File: src/rtl/tbw_pkg.sv
package tbw_pkg;

  typedef enum logic {
    ROUTE_TIMER = 1'b0,
    ROUTE_WDT   = 1'b1
  } route_e;

  typedef struct packed {
    logic wdt_en;
    logic wdt_dis;
    logic tmr_en;
    logic clr_wdt;
    logic clr_tmr;
    logic irq_en;
    logic irq_dis;
    logic rate_ld;
  } cmd_t;

endpackage

File: src/rtl/tbw_prescale.sv
module tbw_prescale #(
  parameter int RATE_W = 3,
  parameter int FAST_W = 3
) (
  input  logic              clk,
  input  logic              rst_n,
  input  logic              tick_in,
  input  logic              src_fast,
  input  logic              active,
  input  logic              clear,
  input  logic [RATE_W-1:0] rate,
  output logic              pre_tick
);
  localparam int DIV_W = (1 << RATE_W) - 1;
  localparam logic [FAST_W-1:0] FAST_ONE = 1;
  localparam logic [DIV_W-1:0]  DIV_ONE  = 1;
  localparam logic [DIV_W-1:0]  DIV_ALL  = '1;

  logic [FAST_W-1:0] fast_q, fast_d;
  logic [DIV_W-1:0]  div_q, div_d;
  logic [DIV_W-1:0]  mask;
  logic              src_step, base_tick;

  // fast source: take one base tick per 2^FAST_W source ticks
  always_comb begin
    src_step  = active && tick_in;
    base_tick = src_step && (!src_fast || (&fast_q));
    mask      = DIV_ALL >> rate;
    pre_tick  = base_tick && ((div_q & mask) == mask);
  end

  always_comb begin
    fast_d = fast_q;
    div_d  = div_q;
    if (clear) begin
      fast_d = '0;
      div_d  = '0;
    end else begin
      if (src_step && src_fast) fast_d = fast_q + FAST_ONE;
      if (base_tick)            div_d  = div_q + DIV_ONE;
    end
  end

  always_ff @(posedge clk or negedge rst_n) begin
    if (!rst_n) begin
      fast_q <= '0;
      div_q  <= '0;
    end else begin
      fast_q <= fast_d;
      div_q  <= div_d;
    end
  end
endmodule

File: src/rtl/tbw_chain.sv
module tbw_chain #(
  parameter int TB_W = 8,
  parameter int WD_W = 2
) (
  input  logic clk,
  input  logic rst_n,
  input  logic pre_tick,
  input  logic clr_tb,
  input  logic clr_wd,
  input  logic flag_clr,
  output logic tb_level,
  output logic wd_flag
);
  localparam logic [TB_W-1:0] TB_ONE = 1;
  localparam logic [WD_W-1:0] WD_ONE = 1;

  logic [TB_W-1:0] tb_q, tb_d;
  logic [WD_W-1:0] wd_q, wd_d;
  logic            flag_q, flag_d;
  logic            tb_wrap, wd_wrap;

  always_comb begin
    tb_wrap = pre_tick && (&tb_q);
    wd_wrap = tb_wrap && (&wd_q);

    tb_d = tb_q;
    if (clr_tb || clr_wd)  tb_d = '0;
    else if (pre_tick)     tb_d = tb_q + TB_ONE;

    wd_d = wd_q;
    if (clr_wd)            wd_d = '0;
    else if (tb_wrap)      wd_d = wd_q + WD_ONE;

    flag_d = flag_q;
    if (clr_wd || flag_clr) flag_d = 1'b0;
    else if (wd_wrap)       flag_d = 1'b1;
  end

  always_ff @(posedge clk or negedge rst_n) begin
    if (!rst_n) begin
      tb_q   <= '0;
      wd_q   <= '0;
      flag_q <= 1'b0;
    end else begin
      tb_q   <= tb_d;
      wd_q   <= wd_d;
      flag_q <= flag_d;
    end
  end

  assign tb_level = tb_q[TB_W-1];
  assign wd_flag  = flag_q;
endmodule

File: src/rtl/tbw_ctrl.sv
module tbw_ctrl
  import tbw_pkg::*;
#(
  parameter int RATE_W = 3
) (
  input  logic              clk,
  input  logic              rst_n,
  input  cmd_t              cmd,
  input  logic [RATE_W-1:0] rate_sel,
  output logic              run,
  output route_e            route,
  output logic              irq_on,
  output logic [RATE_W-1:0] rate
);
  logic              run_q, run_d;
  route_e            route_q, route_d;
  logic              irq_q, irq_d;
  logic [RATE_W-1:0] rate_q, rate_d;

  always_comb begin
    run_d = run_q;
    if (cmd.wdt_dis)                    run_d = 1'b0;
    else if (cmd.wdt_en || cmd.tmr_en)  run_d = 1'b1;

    route_d = route_q;
    if (cmd.tmr_en)      route_d = ROUTE_TIMER;
    else if (cmd.wdt_en) route_d = ROUTE_WDT;

    irq_d = irq_q;
    if (cmd.irq_dis)     irq_d = 1'b0;
    else if (cmd.irq_en) irq_d = 1'b1;

    rate_d = rate_q;
    if (cmd.rate_ld)     rate_d = rate_sel;
  end

  always_ff @(posedge clk or negedge rst_n) begin
    if (!rst_n) begin
      run_q   <= 1'b0;
      route_q <= ROUTE_TIMER;
      irq_q   <= 1'b0;
      rate_q  <= '0;
    end else begin
      run_q   <= run_d;
      route_q <= route_d;
      irq_q   <= irq_d;
      rate_q  <= rate_d;
    end
  end

  assign run    = run_q;
  assign route  = route_q;
  assign irq_on = irq_q;
  assign rate   = rate_q;
endmodule

File: src/rtl/tbase_wdog_irq.sv
module tbase_wdog_irq
  import tbw_pkg::*;
#(
  parameter int RATE_W = 3,
  parameter int FAST_W = 3,
  parameter int TB_W   = 8,
  parameter int WD_W   = 2
) (
  input  logic              clk,
  input  logic              rst_n,
  input  logic              tick_in,
  input  logic              src_fast,
  input  logic              ext_src,
  input  logic              sys_en,
  input  logic              cmd_wdt_en,
  input  logic              cmd_wdt_dis,
  input  logic              cmd_tmr_en,
  input  logic              cmd_clr_wdt,
  input  logic              cmd_clr_tmr,
  input  logic              cmd_irq_en,
  input  logic              cmd_irq_dis,
  input  logic              cmd_rate,
  input  logic [RATE_W-1:0] rate_sel,
  output logic              irq_pull,
  output logic              tb_out
);
  cmd_t              cmd;
  logic              run_q;
  route_e            route_q;
  logic              irq_on;
  logic [RATE_W-1:0] rate_q;
  logic              active, pre_tick, any_clr, tb_level, wd_flag;
  logic              route_wdt;

  always_comb begin
    cmd.wdt_en  = cmd_wdt_en;
    cmd.wdt_dis = cmd_wdt_dis;
    cmd.tmr_en  = cmd_tmr_en;
    cmd.clr_wdt = cmd_clr_wdt;
    cmd.clr_tmr = cmd_clr_tmr;
    cmd.irq_en  = cmd_irq_en;
    cmd.irq_dis = cmd_irq_dis;
    cmd.rate_ld = cmd_rate;
  end

  tbw_ctrl #(.RATE_W(RATE_W)) u_ctrl (
    .clk      (clk),
    .rst_n    (rst_n),
    .cmd      (cmd),
    .rate_sel (rate_sel),
    .run      (run_q),
    .route    (route_q),
    .irq_on   (irq_on),
    .rate     (rate_q)
  );

  // the external source ignores the system enable
  assign active  = run_q && (sys_en || ext_src);
  assign any_clr = cmd_clr_wdt || cmd_clr_tmr;

  tbw_prescale #(.RATE_W(RATE_W), .FAST_W(FAST_W)) u_pre (
    .clk      (clk),
    .rst_n    (rst_n),
    .tick_in  (tick_in),
    .src_fast (src_fast),
    .active   (active),
    .clear    (any_clr),
    .rate     (rate_q),
    .pre_tick (pre_tick)
  );

  tbw_chain #(.TB_W(TB_W), .WD_W(WD_W)) u_chain (
    .clk      (clk),
    .rst_n    (rst_n),
    .pre_tick (pre_tick),
    .clr_tb   (cmd_clr_tmr),
    .clr_wd   (cmd_clr_wdt),
    .flag_clr (cmd_irq_dis),
    .tb_level (tb_level),
    .wd_flag  (wd_flag)
  );

  assign route_wdt = (route_q == ROUTE_WDT);
  assign tb_out    = tb_level;
  assign irq_pull  = irq_on && (route_wdt ? wd_flag : tb_level);
endmodule

File: config.mk
export PLATFORM = sky130hd
export DESIGN_NAME = tbase_wdog_irq
export DESIGN_NICKNAME = d
export VERILOG_FILES = /design/src/rtl/tbw_pkg.sv /design/src/rtl/tbw_prescale.sv /design/src/rtl/tbw_chain.sv /design/src/rtl/tbw_ctrl.sv /design/src/rtl/tbase_wdog_irq.sv
export SDC_FILE = /design/constraint.sdc
export NUM_CORES = 1
export LEC_CHECK = 0
export ABC_CLOCK_PERIOD_IN_PS = 6700
export CORE_MARGIN = 1
export CORE_UTILIZATION = 40
export CTS_CLUSTER_SIZE = 12
export DETAILED_ROUTE_END_ITERATION = 7
export PLACE_DENSITY = 0.66
export SYNTH_ARGS = -nofsm -noshare
export SYNTH_HDL_FRONTEND = slang
export SYNTH_HIERARCHICAL = 1
export SYNTH_SLANG_ARGS = --single-unit
File: constraint.sdc
create_clock -name clk -period 6.7 [get_ports clk]
set_input_delay 2.01 -clock clk [delete_from_list [all_inputs] [get_ports clk]]
set_output_delay 2.01 -clock clk [all_outputs]
set_load 0.005 [all_outputs]
==> impl_results.md <==
* Relative slew slack at 0.6574
* Max-Cap Viols at 0
* DP Worst Slack at 2.334 ns
* Warnings, synthesis at 6
* Avg Inst Size Synth at 10.21 um^2
* Post-synth EDFFs at 0
* Initial DRT Pass Iterations at 4
* Endpoint type of the worst setup path: flop
* Clk root buf: clkbuf_4
* DR vias/cell at 5.239
* Post_cts resized at 0
* Status: completed
* Reg2reg start: u_pre/fast_q[0]$_DFFE_PN0P_
* Multi-input gate area at 676.9 um^2
* H-tree levels at 1
* Post-Syn Nets at 159
* Dpl hpwl at 1809 um
* Syn-to-layout area delta at 16.91%
* Crit path capture: u_chain/wd_q[0]$_DFFE_PN0P_
* R2R setup slack at 4.39 ns
* Dpl cells at 197
* Wire per inst at 12.10 um
* Vias in the first global route at 958
* Clk_skew at 0.008171 ns
* Drt initial violations at 83
* Final Cycle Share at 0.5956
* Distinct cells, synth at 32
* Critical path type: in2reg
* Critical path fanouts, max at 11
* CTS Sinks at 27
* Final Hold Violating Endpoints at 0
* Critical path required time at 6.92 ns
* Async set-or-reset flop fraction in the synthesized netlist at 1.000
* Worst Max-Slew Pin Slew at 0.5139 ns
* Worst min path class: reg2reg
* Hold_buf cts at 0
* # setup viols final at 0
* Clock Latency Late Sink at 0.32 ns
* First-pass GRT wire length at 4126 um
* R2R depth at 8
* VDD IR max at 0.00006091 V
* Postcts setup bufs at 0
* Initial antenna violation count at 0
* Routability cong. at 0.8533
* Netlist Area Pre-Place at 0.001399 mm^2
* Synth Flop Type: dfrtp_1
* TritonCTS buffer count at 3
* Chip Height at 61.14 um
* Chip Width at 61.14 um
* # fillers at 326
* CP startpoint: ext_src
* Routed Antenna Nets at 0
* Clock transition at the registers of the reported paths at 0.14 ns
* I/O Buffers at 18
* Synthesized instance count at 137
* PnR worst setup slack at 2.709 ns
* Starting Density at 0.4192
* Die ar. at 0.003737 mm^2
* Startpoint types: input port
* Min cycle time layout at 3.991 ns
* Hold path startpoint: u_ctrl/irq_on$_DFFE_PN0P_
* CTS tree: built
* Fin cells at 201
* TNS Setup at 0 ns
* Grt total ovfl at 0
* Io pins at 19
* Reg2reg end: u_chain/wd_q[0]$_DFFE_PN0P_
* Via count at 1,053
* Layout cells sized above 1 at 0.09677
* Leakage at 0.6773 nW
* RSZ-0062 raised after global routing: no
* CP Data Arrival Time at 4.21 ns
* Final WL at 2433 um
* Final layout net count at 178
* Seq cells post-synth at 27
* Largest net degree at the start of global routing at 28
* GRT Total Usage at 0.1500
* Storage element area at 675.6 um^2
* N_diodes at 0
* Fmax at 250.6 MHz
* # DRC at 0
* Placeable Area at 0.003337 mm^2
* Clock Path Buffers at 2
* Row cnt at 21
* Final Max Tran Viols at 0
* Pwr/cell area at 161.3 mW/mm^2
* Sequential cell area fraction in the yosys report at 0.4830
* Final core utilization at 0.4901
[layer usage]
metal	global-route usage	wire length [um]	vias up
met2	0.2516	1185	20
met4	0.05844	19	0
met5	0	0	-
met3	0.02521	80	2
met1	0.1941	1148	508
li1	-	-	523
[cells in the final DEF, fill, tap and decap left out, types with 5 or more instances in the layout]
cell / synthesis / routed
ha_1: 5 / 5
dfrtp_1: 27 / 27
nor2b_1: 6 / 6
mux2i_1: 5 / 5
a21oi_1: 7 / 7
o21ai_0: 7 / 7
nand2_1: 8 / 8
mux2_2: 8 / 8
clkdlybuf4s50_1: 0 / 18
nand4_1: 6 / 6
nor2_1: 20 / 20
[layout make-up]
class                   count  share of cell area
multi-input cells         102              0.4139
clock buffers               4             0.01607
inverters                   3            0.006886
well taps                  46             0.03520
flip-flops and latches     27              0.4132
repair buffers             19              0.1148
[synthesized netlist by cell type (2+ instances only)]
master    number  area (um^2)
a21oi_1        7        35.03
o21ai_0        7        35.03
ha_1           5        62.56
nand3_1        2        10.01
nor2b_1        6        37.54
nand4_1        6        37.54
nand2_1        8        30.03
or3_1          4        25.02
buf_6          2        22.52
mux2_2         8        90.09
xor2_1         4        35.03
inv_1          3        11.26
o21a_1         2        15.01
nor4_1         3        18.77
nor2_1        20        75.07
dfrtp_1       27        675.7
o31ai_1        2        15.01
mux2i_1        5        50.05
clkbuf_1       2        7.510
nand2b_1       2        12.51
[power breakdown]
| group | internal, mW | switching [mW] | leakage, nW |
|---|---|---|---|
| registers | 0.166 | 0.00244 | 0.365 |
| logic | 0.0139 | 0.0118 | 0.297 |
| clock network | 0.0232 | 0.0462 | 0.0150 |
[stage by stage]
stage | power (mW) | area (um^2) | hold WS [ns]
2_1_floorplan | 0.1826 | 1399 | 0.4483
3_3_place_gp | 0.1974 | 1609 | 0.4661
3_5_place_dp | 0.1980 | 1609 | 0.4758
4_1_cts | 0.2690 | 1635 | 0.5085
5_1_grt | 0.2782 | 1635 | 0.5428
6_report | 0.2638 | 1635 | 0.5022
[worst min path at each step]
stage / to / depth (start not counted)
5_1_grt: u_ctrl/rate[0]$_DFFE_PN0P_ / 1
2_1_floorplan: u_chain/wd_flag$_DFFE_PN0P_ / 2
3_3_place_gp: u_ctrl/irq_on$_DFFE_PN0P_ / 2
6_report: u_ctrl/irq_on$_DFFE_PN0P_ / 2
4_1_cts: u_ctrl/irq_on$_DFFE_PN0P_ / 2
3_5_place_dp: u_ctrl/irq_on$_DFFE_PN0P_ / 2
[state kept, by name (all words and copies together), names as in the netlist]
| register | count |
|---|---|
| u_pre/fast_q | 3 |
| u_ctrl/rate | 3 |
| u_pre/div_q | 7 |
| u_chain/tb_q | 8 |
| u_chain/wd_flag | 1 |
| u_chain/wd_q | 2 |
| u_ctrl/irq_on | 1 |
| u_ctrl/route | 1 |
| u_ctrl/run | 1 |
[worst max-delay path, cell delays in order]
cell and delay [ns]:
clkdlybuf4s50_1 0.46, o21a_1 0.13, nand2_1 0.21, a2111oi_0 0.35, o21a_1 0.33, nand4_1 0.16, nor2_1 0.20, mux2_2 0.35
[cells by family after synthesis]
kind of cell	synth area share
and+or+nand+nor	0.2191
DFF	0.4830
AOI/OAI and AO/OA	0.08854
muxes	0.1002
buffers and inverters	0.03309
xor gates and xnor gates	0.03130
adders and majority gates	0.04472
Note: power is estimated with default switching activity, not from simulation.
